`config.mk`:
```
export PLATFORM = sky130hd
export DESIGN_NAME = i2c_byte_master
export DESIGN_NICKNAME = d
export VERILOG_FILES = /design/src/rtl/i2c_bm_pkg.sv /design/src/rtl/i2c_bm_qtick.sv /design/src/rtl/i2c_bm_engine.sv /design/src/rtl/i2c_byte_master.sv
export SDC_FILE = /design/constraint.sdc
export NUM_CORES = 1
export LEC_CHECK = 0
export ABC_AREA = 0
export ABC_CLOCK_PERIOD_IN_PS = 2200
export BUFFER_PORTS_ARGS = -buffer_cell sky130_fd_sc_hd__buf_2
export CAP_MARGIN = 30
export CORE_ASPECT_RATIO = 0.5
export CORE_MARGIN = 3
export CORE_UTILIZATION = 50
export CTS_BUF_LIST = sky130_fd_sc_hd__clkbuf_8
export DETAILED_ROUTE_END_ITERATION = 7
export GPL_ROUTABILITY_DRIVEN = 0
export GPL_TIMING_DRIVEN = 0
export PLACE_DENSITY = 0.85
export SYNTH_ARGS = -nofsm -noshare
export SYNTH_HDL_FRONTEND = slang
export SYNTH_HIERARCHICAL = 1
export SYNTH_SLANG_ARGS = --single-unit
```
`constraint.sdc`:
```
create_clock -name clk -period 2.2 [get_ports clk]
set_clock_uncertainty 0.2 [all_clocks]
set_input_delay 0.11 -clock clk [delete_from_list [all_inputs] [get_ports clk]]
set_output_delay 0.11 -clock clk [all_outputs]
set_load 0.05 [all_outputs]
```
`src/rtl/i2c_bm_pkg.sv`:
```
`timescale 1ns/1ps
package i2c_bm_pkg;

    typedef struct packed {
        logic start;
        logic stop;
        logic ack_out;
        logic enable;
    } ctrl_t;

    typedef enum logic [1:0] {
        PH_IDLE  = 2'd0,
        PH_START = 2'd1,
        PH_BITS  = 2'd2,
        PH_STOP  = 2'd3
    } phase_t;

endpackage

```
`src/rtl/i2c_bm_qtick.sv`:
```
`timescale 1ns/1ps
module i2c_bm_qtick #(
    parameter int QTR_DIV = 8
) (
    input  logic clk,
    input  logic rst_n,
    input  logic run,
    output logic tick
);
    localparam int CW = (QTR_DIV > 1) ? $clog2(QTR_DIV) : 1;
    localparam logic [CW-1:0] LAST = CW'(QTR_DIV - 1);

    logic [CW-1:0] cnt_d, cnt_q;

    always_comb begin
        tick  = run && (cnt_q == LAST);
        cnt_d = cnt_q;
        if (!run || tick) cnt_d = '0;
        else              cnt_d = cnt_q + CW'(1);
    end

    always_ff @(posedge clk) begin
        if (!rst_n) cnt_q <= '0;
        else        cnt_q <= cnt_d;
    end
endmodule

```
`src/rtl/i2c_bm_engine.sv`:
```
`timescale 1ns/1ps
module i2c_bm_engine
    import i2c_bm_pkg::*;
#(
    parameter int BYTE_W = 8
) (
    input  logic              clk,
    input  logic              rst_n,
    input  logic              tick,
    input  logic              go,
    input  ctrl_t             op_ctrl,
    input  logic [BYTE_W-1:0] op_byte,
    input  logic              sda_in,
    output logic              busy,
    output logic              held,
    output phase_t            phase,
    output logic              done,
    output logic              ack_in,
    output logic              din,
    output logic [BYTE_W-1:0] rx_byte,
    output logic              scl_low,
    output logic              sda_low
);
    localparam int BCW = $clog2(BYTE_W + 1);
    localparam logic [BCW-1:0] ACK_SLOT = BCW'(BYTE_W);
    localparam logic [1:0] Q_SAMPLE = 2'd1;
    localparam logic [1:0] Q_LAST   = 2'd3;

    typedef struct packed {
        phase_t            phase;
        logic [1:0]        qstep;
        logic [BCW-1:0]    bitn;
        logic [BYTE_W-1:0] shreg;
        logic [BYTE_W-1:0] rxsh;
        logic [BYTE_W-1:0] rx_byte;
        logic              rd_mode;
        logic              rd_op;
        logic              ack_out;
        logic              held;
        logic              done;
        logic              ack_in;
        logic              din;
    } st_t;

    st_t q, d;
    logic bit_val;

    always_comb begin
        d = q;
        if (go) begin
            d.done    = 1'b0;
            d.din     = 1'b0;
            d.qstep   = 2'd0;
            d.bitn    = '0;
            d.ack_out = op_ctrl.ack_out;
            if (op_ctrl.stop) begin
                d.phase = PH_STOP;
            end else if (op_ctrl.start) begin
                d.phase   = PH_START;
                d.rd_mode = op_byte[BYTE_W-1];
                d.rd_op   = 1'b0;
                d.shreg   = {op_byte[BYTE_W-2:0], op_byte[BYTE_W-1]};
            end else begin
                d.phase = PH_BITS;
                d.rd_op = q.rd_mode;
                d.shreg = q.rd_mode ? '1 : op_byte;
            end
        end else if (tick) begin
            d.qstep = q.qstep + 2'd1;
            unique case (q.phase)
                PH_START: begin
                    if (q.qstep == Q_LAST) begin
                        d.phase = PH_BITS;
                        d.held  = 1'b1;
                    end
                end
                PH_BITS: begin
                    if (q.qstep == Q_SAMPLE) begin
                        if (q.bitn != ACK_SLOT) d.rxsh = {q.rxsh[BYTE_W-2:0], sda_in};
                        else if (!q.rd_op)      d.ack_in = !sda_in;
                    end
                    if (q.qstep == Q_LAST) begin
                        if (q.bitn == ACK_SLOT) begin
                            d.phase = PH_IDLE;
                            d.done  = 1'b1;
                            if (q.rd_op) begin
                                d.din     = 1'b1;
                                d.rx_byte = q.rxsh;
                            end
                        end else begin
                            d.bitn  = q.bitn + BCW'(1);
                            d.shreg = {q.shreg[BYTE_W-2:0], 1'b1};
                        end
                    end
                end
                PH_STOP: begin
                    if (q.qstep == Q_LAST) begin
                        d.phase = PH_IDLE;
                        d.held  = 1'b0;
                        d.done  = 1'b1;
                    end
                end
                default: ;
            endcase
        end
    end

    always_ff @(posedge clk) begin
        if (!rst_n) begin
            q       <= '0;
            q.phase <= PH_IDLE;
            q.done  <= 1'b1;
        end else begin
            q <= d;
        end
    end

    // Line decode from registered state
    always_comb begin
        bit_val = (q.bitn == ACK_SLOT) ? (q.rd_op ? !q.ack_out : 1'b1) : q.shreg[BYTE_W-1];
        scl_low = 1'b0;
        sda_low = 1'b0;
        unique case (q.phase)
            PH_IDLE: begin
                scl_low = q.held;
            end
            PH_START: begin
                scl_low = (q.qstep == 2'd0) ? q.held : (q.qstep == Q_LAST);
                sda_low = q.qstep[1];
            end
            PH_BITS: begin
                scl_low = (q.qstep == 2'd0) || (q.qstep == Q_LAST);
                sda_low = !bit_val;
            end
            PH_STOP: begin
                scl_low = (q.qstep == 2'd0);
                sda_low = !q.qstep[1];
            end
            default: ;
        endcase
    end

    assign busy    = (q.phase != PH_IDLE);
    assign held    = q.held;
    assign phase   = q.phase;
    assign done    = q.done;
    assign ack_in  = q.ack_in;
    assign din     = q.din;
    assign rx_byte = q.rx_byte;
endmodule

```
`src/rtl/i2c_byte_master.sv`:
```
`timescale 1ns/1ps
module i2c_byte_master
    import i2c_bm_pkg::*;
#(
    parameter int QTR_DIV = 8,
    parameter int WORD_W  = 32
) (
    input  logic              clk,
    input  logic              rst_n,
    input  logic              ctrl_wr,
    input  logic [3:0]        ctrl_wdata,
    input  logic              tx_wr,
    input  logic [WORD_W-1:0] tx_wdata,
    input  logic              sda_in,
    output logic [7:0]        rx_data,
    output logic              st_done,
    output logic              st_ack_in,
    output logic              st_din,
    output logic              scl_oe,
    output logic              sda_oe
);
    localparam int BYTE_W = 8;
    localparam int LANE   = WORD_W - BYTE_W;

    ctrl_t  ctrl_d, ctrl_q;
    logic   go, tick, eng_busy, eng_held, ctrl_en;
    phase_t eng_phase;
    logic   unused_low_lanes;

    assign unused_low_lanes = ^tx_wdata[LANE-1:0];

    always_comb begin
        ctrl_d = ctrl_q;
        if (ctrl_wr) ctrl_d = ctrl_t'(ctrl_wdata);
    end

    always_ff @(posedge clk) begin
        if (!rst_n) ctrl_q <= '0;
        else        ctrl_q <= ctrl_d;
    end

    assign ctrl_en = ctrl_q.enable;
    assign go      = tx_wr && ctrl_en && !eng_busy;

    i2c_bm_qtick #(.QTR_DIV(QTR_DIV)) u_qtick (
        .clk  (clk),
        .rst_n(rst_n),
        .run  (eng_busy),
        .tick (tick)
    );

    i2c_bm_engine #(.BYTE_W(BYTE_W)) u_engine (
        .clk    (clk),
        .rst_n  (rst_n),
        .tick   (tick),
        .go     (go),
        .op_ctrl(ctrl_q),
        .op_byte(tx_wdata[WORD_W-1:LANE]),
        .sda_in (sda_in),
        .busy   (eng_busy),
        .held   (eng_held),
        .phase  (eng_phase),
        .done   (st_done),
        .ack_in (st_ack_in),
        .din    (st_din),
        .rx_byte(rx_data),
        .scl_low(scl_oe),
        .sda_low(sda_oe)
    );
endmodule

```
==> flow_summary_export.csv, run 1 <==
group,metric,value,unit
status,status,"finished with violations",
status,violations,"negative setup slack",
route,postRouteAntennaNets,0,
layout,syn2layout_area_growth,25.9,%
route,via_per_inst,5.94,
pwr,combPwrFrac,10.6,%
layout,fin_nets,368,
pwr,power_frac_clock,34.9,%
layout,fin_cells,369,
sta,slew_violations,0,
layout,drive_gt1_share,27.6,%
cts,cts-root-buf,"clkbuf_8",
yosys,syn_nets,310,
place,numPortBuffers,28,
worst_setup_path,worst_r2r_path_depth,8,
global_route,grt_pass1_wl,10100,µm
sta,finalSetupViolations,1,
die,die_h,54.4,µm
hold_path,hold_class,"in -> reg",
global_route,grt_pass1_vias,2129,
sta,setup_ws,-0.0691,ns
sta,slew_headroom,61.3,%
cts,cts_buffer_depth,2,
worst_setup_path,cp.required,2.15,ns
worst_setup_path,reg2reg_to,"u_engine/q[4]",
pwr,p_leak,1.25,nW
pwr,internal_power,1.15,mW
sta,tightest_slew,0.581,ns
sta,hold_viol_final,0,
pwr,p_sw,0.422,mW
worst_setup_path,critical_path_class,"reg -> reg",
sta,max_freq,0.441,GHz
worst_setup_path,crit_path_end_kind,"flip-flop",
sta,fin_setup_tns,-0.0691,ns
route,num_vias,2191,
layout,diodes,0,
pwr,power_density,532,mW/mm²
die,start_util,55.8,%
global_route,grt_use_met2,41.0,%
global_route,grt_max_degree,17,
cts,htreeDepth,2,
cts,clk_pin_slew,0.10,ns
pwr,switching_share,26.9,%
layout,fillCellCount,265,
route,wl_per_cell,18.4,µm
yosys,yosys_warnings,6,
cts,cts_buffers,5,
die,core-area,0.00420,mm²
global_route,overflow,0,
cts,cts_num_sinks,46,
worst_setup_path,cp-start-kind,"flip-flop",
route,drt_iter0_drc,188,
pwr,ir_drop,0.000314,V
job,drv_cap,0,
worst_setup_path,cp_max_fo,10,
yosys,synth_area,0.00234,mm²
worst_setup_path,r2r-start,"u_engine/phase[0]",
hold_path,worstHoldEndpoint,"u_qtick/cnt_q[0]",
pwr,power_frac_seq,54.6,%
sta,fin_crit,2.27,ns
yosys,syn_area_per_cell,9.16,µm²
worst_setup_path,worstPathArrival,2.22,ns
hold_path,whs_path_depth,2,
sta,period_share,103,%
global_route,antenna_found_initial,0,
global_route,grt_use_met3,5.47,%
yosys,syn-instance-count,256,
place,dp_hpwl,3670,µm
place,dp_cells,338,
worst_setup_path,rrSetupSlack,-0.07,ns
route,drt_first_pass_iters,5,
global_route,grt.busiest_layer,"met2",
cts,clk_latency,0.30,ns
route,drcViolationCount,0,
route,wl,6800,µm
cts,cts_tree,"done",
hold_path,hp-start,"rst_n",
global_route,use_met1,27.9,%
die,dieArea,0.00560,mm²
die,num_rows,16,
die,die_w,103,µm
global_route,track_usage,23.4,%
die,io_pins,54,
## state kept, by name, summed over array words and instances, names as in the netlist
register / cells
u_engine/q: 25
u_engine/rx_byte: 8
u_engine/ack_in: 1
u_engine/din: 1
u_qtick/cnt_q: 3
u_engine/phase: 2
u_engine/done: 1
ctrl_en: 1
ctrl_q: 3
u_engine/held: 1
## worst max-delay path, cell delays in order (launching register included)
cell      delay [ns]
dfxtp_4         0.37
inv_2           0.09
ha_2            0.18
inv_2           0.05
buf_4           0.14
nor2_4          0.21
clkbuf_1        0.49
mux2i_1         0.29
nor2_1          0.09
## timing repair
| action | CTS | global route |
|---|---|---|
| buffers inserted | 2 | 8 |
| setup endpoints to repair | 27 | 24 |
| gates resized for setup | 11 | 16 |
| hold buffers | 14 | 0 |
| endpoints found under the hold margin | 7 | 0 |
| pin swaps | 2 | 3 |
## stage by stage
stage / hold slack (ns) / instance area [µm²] / utilization, % / total power [mW] / setup slack [ns]
6_report: 0.0370 / 2950 / 70.2 / 1.57 / -0.0691
5_1_grt: 0.0387 / 2950 / 70.2 / 1.63 / -0.110
4_1_cts: 0.0235 / 2830 / 67.4 / 1.55 / 0.00970
3_5_place_dp: 0.179 / 2550 / 60.7 / 0.994 / -0.220
3_3_place_gp: 0.166 / 2550 / 60.7 / 0.988 / -0.0867
2_1_floorplan: 0.0382 / 2340 / - / 0.954 / 0.0746
## final cells by class
class / count / area [µm²] / area share (%)
inverters: 13 / 51.3 / 1.74
clock buffers: 5 / 68.8 / 2.33
flip-flops and latches: 46 / 930 / 31.5
plain buffers: 19 / 128 / 4.32
clock inverters: 3 / 25.0 / 0.848
multi-input cells: 177 / 1290 / 43.8
repair buffers: 52 / 389 / 13.2
well taps: 54 / 67.6 / 2.29
## metal layers
metal	vias to the layer above	part of all wire [%]
li1	992	-
met1	1022	40
met2	130	47
met3	47	7.7
met4	0	5.3
met5	-	0
## power groups by stage
stage	clock, mW	combinational [mW]	sequential [mW]
floorplan	0	0.0773	0.877
global placement	0	0.113	0.875
detailed placement	0	0.118	0.876
CTS	0.548	0.145	0.857
global route	0.589	0.179	0.859
finish	0.548	0.166	0.858
## worst max path at each step
| stage | startpoint | to | slack, ns | cells past startpoint |
|---|---|---|---|---|
| 5_1_grt | u_engine/phase[0] | u_engine/q[4] | -0.11 | 8 |
| 6_report | u_engine/phase[0] | u_engine/q[4] | -0.07 | 8 |
| 4_1_cts | u_engine/q[31] | sda_oe | 0.01 | 7 |
| 3_5_place_dp | u_engine/phase[0] | u_engine/q[26] | -0.22 | 9 |
| 2_1_floorplan | u_engine/q[31] | sda_oe | 0.07 | 6 |
| 3_3_place_gp | u_engine/phase[0] | u_engine/q[25] | -0.09 | 9 |
## placed cells by master, fill, tap and decap left out, types with 3 or more instances in the layout
cell type,n
buf_2,29
a21oi_1,16
buf_6,4
dlygate4sd3_1,14
inv_1,10
o21ai_0,18
clkbuf_1,5
nor2_1,40
nand2_1,14
dfxtp_1,43
a22oi_1,5
ha_2,3
buf_4,17
clkbuf_8,5
ha_1,9
mux2i_1,26
nor2b_1,6
No activity file was read; power rests on OpenSTA's default activity.
==> inputs of run 2 (changes only) <==
--- a/config.mk
+++ b/config.mk
@@ -17,6 +17,7 @@
 export GPL_ROUTABILITY_DRIVEN = 0
 export GPL_TIMING_DRIVEN = 0
 export PLACE_DENSITY = 0.85
+export SKIP_CTS_REPAIR_TIMING = 1
 export SYNTH_ARGS = -nofsm -noshare
 export SYNTH_HDL_FRONTEND = slang
 export SYNTH_HIERARCHICAL = 1
==> run 2 against run 1 <==
The flow still finishes with violations (negative setup slack); first-iteration DRC count is 35% lower; final area decreased by 0.34%; clock power barely moved; combinational power fell by 3%; count of clock-buffer cells in the layout stayed put; routed wire length fell by 10%; sequential power barely moved; highest routed layer unchanged; largest cell class unchanged; final cell count unchanged; via count is 4.8% lower.
==> flow_summary_export.csv, run 2 (synthesized netlist as in run 1, its figures left out) <==
group,metric,value,unit
layout,fin_nets,368,
layout,syn2layout_area_growth,25.5,%
place,dp_cells,338,
job,drv_cap,0,
die,num_rows,16,
layout,largest-register,"u_engine/q",
layout,fin_cells,369,
status,status,"finished with violations",
route,highest_layer,"met4",
cts,cts-root-buf,"clkbuf_8",
worst_setup_path,slowest_delay,0.44,ns
route,num_vias,2085,
sta,slew_headroom,63.7,%
layout,diodes,0,
worst_setup_path,worstPathArrival,2.21,ns
route,wl,6120,µm
cts,cts_tree,"done",
worst_setup_path,critical_path_class,"reg -> reg",
sta,hold_viol_final,0,
pwr,p_leak,1.25,nW
layout,final_cell_mix,"43 x dfxtp_1, 40 x nor2_1, 29 x buf_2",
global_route,grt_pass1_vias,1809,
global_route,grt_max_degree,17,
route,drt_first_pass_iters,6,
status,violations,"negative setup slack",
global_route,grt_pass1_wl,8340,µm
die,start_util,55.8,%
layout,fillCellCount,268,
route,wl_met2,2970,µm
route,postRouteAntennaNets,0,
global_route,overflow,0,
sta,setup_ws,-0.0328,ns
worst_setup_path,crit_path_end_kind,"flip-flop",
pwr,power_density,534,mW/mm²
worst_setup_path,cp_max_fo,8,
cts,htreeDepth,2,
place,numPortBuffers,28,
worst_setup_path,rrSetupSlack,-0.03,ns
sta,tightest_slew,0.545,ns
place,dp_hpwl,3670,µm
route,drt-met1-wl,2570,µm
route,wl_met3,422,µm
pwr,ir_drop,0.000306,V
route,drcViolationCount,0,
route,via_per_inst,5.65,
cts,clk_latency,0.30,ns
sta,slew_violations,0,
die,io_pins,54,
route,wl_per_cell,16.6,µm
worst_setup_path,critPathMostFrequentCell,"buf_6",
pwr,p_total,1.57,mW
cts,cts_buffers,5,
worst_setup_path,cp-start-kind,"flip-flop",
route,drt_iter0_drc,123,
die,die_h,54.4,µm
worst_setup_path,worstPathCellList,"inv_2 > ha_4 > inv_4 > and2_2 > buf_6 > nand3b_4 > o32ai_4 > buf_6 > buf_4 > a211oi_1",
die,core-area,0.00420,mm²
layout,drive_gt1_share,27.9,%
cts,cts_buffer_depth,2,
hold_path,hold_class,"in -> reg",
layout,largest_reg_flops,25,
sta,finalSetupViolations,5,
die,dieArea,0.00560,mm²
cts,cts_num_sinks,46,
sta,period_share,101,%
sta,max_freq,0.448,GHz
global_route,track_usage,19.3,%
global_route,antenna_found_initial,0,
worst_setup_path,cp.required,2.18,ns
sta,fin_crit,2.23,ns
cts,clk_pin_slew,0.10,ns
layout,final_common_cell,"dfxtp_1",
die,die_w,103,µm
worst_setup_path,cp_slowest_cell,"o32ai_4",
run 2: cell counts in the layout (fill, tap and decap cells not counted):
Identical to the previous run, type by type.
run 2: metal layers:
layer  GRT usage, %  vias up
met2           33.4       92
met4           4.95        0
met3           5.34       20
met1           24.2      983
met5              0        -
li1               -      990
run 2: stage by stage:
| stage | setup slack (ns) | hold slack [ns] | cell area, µm² | TNS (ns) | utilization [%] |
|---|---|---|---|---|---|
| 2_1_floorplan | 0.0746 | 0.0382 | 2340 | 0 | - |
| 3_3_place_gp | -0.0867 | 0.166 | 2550 | -1.08 | 60.7 |
| 3_5_place_dp | -0.220 | 0.179 | 2550 | -3.04 | 60.7 |
| 4_1_cts | -0.235 | -0.127 | 2650 | -3.45 | 62.9 |
| 5_1_grt | -0.0595 | 0.0258 | 2940 | -0.560 | 70.0 |
| 6_report | -0.0328 | 0.0150 | 2940 | -0.0778 | 70.0 |
run 2: where the power goes:
group          switching, mW  internal [mW]  leakage, nW
Combinational         0.0883         0.0726        0.833
Clock                  0.320          0.230       0.0447
Sequential            0.0115          0.848        0.374
run 2: final timing paths:
check	from	end	cells after the start
worst max-delay path	u_engine/phase[1]	u_engine/q[23]	10
worst min-delay path	rst_n	u_qtick/cnt_q[0]	2
worst max register to register	u_engine/phase[1]	u_engine/q[23]	10
worst min register to register	u_engine/ack_in	u_engine/ack_in	2
run 2: area by class of cell:
class	instances	area (µm²)	share of cell area, %
buffer	19	128	4.34
clock buffer	5	68.8	2.34
clock inverter	3	25.0	0.851
inverter	13	53.8	1.83
multi-input combinational	177	1300	44.2
sequential	46	925	31.4
tap	54	67.6	2.30
timing repair buffer	52	373	12.7
run 2: critical path, delay by kind of cell (launching register included):
family          cells  cell delay [ns]
flops               1             0.38
compound gates      2             0.51
fa+ha+maj           1             0.17
simple gates        2             0.26
buf+inv             5             0.60
==> inputs of run 3 (changes only) <==
--- a/config.mk
+++ b/config.mk
@@ -20,5 +20,4 @@
 export SKIP_CTS_REPAIR_TIMING = 1
 export SYNTH_ARGS = -nofsm -noshare
 export SYNTH_HDL_FRONTEND = slang
-export SYNTH_HIERARCHICAL = 1
 export SYNTH_SLANG_ARGS = --single-unit
==> run 3 against run 2 <==
Critical path type unchanged; first-iteration DRC count rose by 110%; the flow now finishes without violations; highest routed layer unchanged; non-clock buffer count shrank 11; worst hold slack worse by 0.010 ns; largest cell class unchanged; final cell count shrank 7.3%; register-to-register slack improved by 0.15 ns.
==> flow_summary_export.csv, run 3 <==
group,metric,value,unit
die,die_w,100,µm
sta,fin_crit,2.08,ns
sta,hold_viol_final,0,
cts,clk_latency,0.31,ns
job,drv_cap,0,
route,postRouteAntennaNets,0,
route,drcViolationCount,0,
worst_setup_path,critical_path_class,"reg -> reg",
layout,post-route-util,64.3,%
yosys,syn_nets,294,
sta,finalSetupViolations,0,
yosys,synth_cell_types,39,
layout,diodes,0,
cts,cts_buffer_depth,2,
die,dieArea,0.00532,mm²
route,via_per_inst,5.65,
yosys,ys_ff_latch,46,
yosys,syn_area_per_cell,9.02,µm²
pwr,p_leak,1.09,nW
hold_path,hold_class,"in -> reg",
yosys,synth_edf_count,0,
layout,largest_reg_flops,25,
global_route,overflow,0,
cts,cts_num_sinks,46,
pwr,p_sw,0.377,mW
yosys,synthMostInstantiatedCell,"dfxtp_1",
hold_path,hp-start,"ctrl_wr",
worst_setup_path,crit_path_end_kind,"flip-flop",
pwr,ir_drop,0.000352,V
pwr,combPwrFrac,7.8,%
place,dp_hpwl,3390,µm
worst_setup_path,cp_num_buf_inv,2,
sta,period_share,94.5,%
cts,clk_pin_slew,0.09,ns
pwr,internal_power,1.23,mW
layout,drive_gt1_share,20.5,%
sta,slew_violations,0,
cts,cts-root-buf,"clkbuf_8",
pwr,power_frac_seq,53.2,%
sta,fin_hold_ws,0.00474,ns
layout,regArea,921,µm²
worst_setup_path,critPathMostFrequentCell,"ha_1",
sta,fin_setup_tns,0,ns
route,num_vias,1932,
global_route,grt_pass1_vias,1745,
yosys,synthArstFlopShare,0,%
worst_setup_path,worstPathArrival,2.06,ns
yosys,synth_area,0.00222,mm²
layout,multiInputGateArea,0.00113,mm²
route,drt_first_pass_iters,4,
pwr,power_frac_clock,39.0,%
worst_setup_path,cp_max_fo,9,
worst_setup_path,r2r-start,"u_qtick.cnt_q[0]",
yosys,yosys_warnings,0,
global_route,antenna_found_initial,0,
yosys,synthTopCellsByCount,"46 x dfxtp_1, 38 x nor2_1, 26 x mux2i_1",
die,core-area,0.00408,mm²
worst_setup_path,worst_r2r_path_depth,8,
hold_path,worstHoldEndpoint,"ctrl_q[2]",
cts,cts_tree,"done",
pwr,switching_share,23.4,%
place,dp_cells,327,
status,status,"complete, no violations",
yosys,ys_top_cells_by_area,"dfxtp_1 41%, mux2i_1 12%, nor2_1 6.4%",
worst_setup_path,cp_slowest_cell,"dfxtp_1",
worst_setup_path,cp-start-kind,"flip-flop",
worst_setup_path,cp.required,2.18,ns
worst_setup_path,rrSetupSlack,0.12,ns
layout,final_cell_mix,"46 x dfxtp_1, 37 x nor2_1, 33 x buf_2",
layout,fin_cells,342,
layout,final_common_cell,"dfxtp_1",
global_route,track_usage,19.2,%
sta,slew_headroom,65.7,%
yosys,ys.flop_type,"dfxtp_1",
layout,largest-register,"u_engine.q",
sta,rsz0062_at_grt,"false",
hold_path,whs_path_depth,3,
layout,syn2layout_area_growth,18.3,%
route,wl_per_cell,14.5,µm
cts,cts_buffers,5,
route,drt_iter0_drc,262,
die,num_rows,16,
cts,htreeDepth,2,
yosys,synth_area_leader_cell,"dfxtp_1",
layout,fin_nets,335,
yosys,ys_seq_area_share,41.5,%
die,start_util,54.4,%
die,die_h,53.1,µm
die,io_pins,54,
route,wl,4960,µm
yosys,synth_top_area_share,41.5,%
sta,tightest_slew,0.509,ns
sta,max_freq,0.481,GHz
pwr,power_density,613,mW/mm²
yosys,syn-instance-count,246,
worst_setup_path,path_delay_family,"simple AND/OR/NAND/NOR gates",
global_route,grt_max_degree,15,
layout,fillCellCount,340,
worst_setup_path,reg2reg_to,"u_engine.rx_byte[7]",
global_route,grt_pass1_wl,8010,µm
worst_setup_path,slowest_delay,0.35,ns
worst_setup_path,worstPathCellList,"ha_1 > ha_1 > buf_2 > and2_1 > and4_1 > clkbuf_4 > mux2i_1 > nor2_1",
place,numPortBuffers,27,
## run 3: cell types whose count changed in the layout (fill, tap and decap cells not counted), moves of 4 or more
cell,change
a21oi_1,-5
dlygate4sd3_1,-8
nand2b_1,+4
o21ai_0,-10
a22oi_1,-5
nor3_1,+12
o32ai_1,+4
o311a_1,+5
nand2_1,-4
buf_4,-10
buf_2,+4
## run 3: worst min-delay path, cell delays in order
cell and delay (ns):
clkbuf_1 0.15, mux2i_1 0.15, nor2_1 0.07
## run 3: per-layer routing
metal	vias to the layer above	track usage [%]	wire length, µm
li1	934	-	-
met1	923	24.8	2240
met2	62	31.7	2360
met3	13	5.13	278
met4	0	6.04	80
met5	-	0	0
## run 3: metrics by stage
| step | instance area, µm² | setup slack [ns] | power (mW) |
|---|---|---|---|
| CTS | 2540 | 0.0693 | 1.61 |
| floorplan | 2230 | 0.305 | 0.952 |
| global route | 2630 | 0.000564 | 1.67 |
| finish | 2630 | 0.120 | 1.61 |
| global placement | 2430 | 0.166 | 0.985 |
| detailed placement | 2430 | 0.0930 | 0.990 |
## run 3: power groups by stage
stage | logic (mW) | clock network [mW] | registers [mW]
after floorplan | 0.0766 | 0 | 0.876
after global placement | 0.110 | 0 | 0.875
after detailed placement | 0.114 | 0 | 0.876
after CTS | 0.115 | 0.635 | 0.856
after global routing | 0.139 | 0.669 | 0.858
final | 0.126 | 0.627 | 0.857
## run 3: cells by family after synthesis
logic type | count (synthesis) | synth area share [%]
xor gates and xnor gates | 5 | 1.97
adders and majority gates | 7 | 3.95
buffers and inverters | 33 | 7.84
AOI/OAI and AO/OA | 40 | 12.9
and+or+nand+nor | 89 | 20.2
muxes | 26 | 11.7
DFF | 46 | 41.5
## run 3: worst max path at each step
stage                     start             endpoint  slack (ns)  cells after the start
2_1_floorplan    u_engine.q[36]               scl_oe        0.30                      5
3_3_place_gp   u_qtick.cnt_q[0]  u_engine.rx_byte[3]        0.17                      8
3_5_place_dp   u_qtick.cnt_q[0]  u_engine.rx_byte[7]        0.09                      8
4_1_cts        u_qtick.cnt_q[0]  u_engine.rx_byte[7]        0.07                      8
5_1_grt        u_qtick.cnt_q[0]  u_engine.rx_byte[0]      0.0006                      8
6_report       u_qtick.cnt_q[0]  u_engine.rx_byte[7]        0.12                      8
## run 3: layout make-up
cell class / instances / share of cell area [%]
multi-input combinational: 167 / 43.2
sequential: 46 / 35.1
timing repair buffer: 34 / 8.20
buffer: 26 / 5.77
clock buffer: 5 / 2.62
tap: 54 / 2.57
clock inverter: 3 / 1.57
inverter: 7 / 1.00
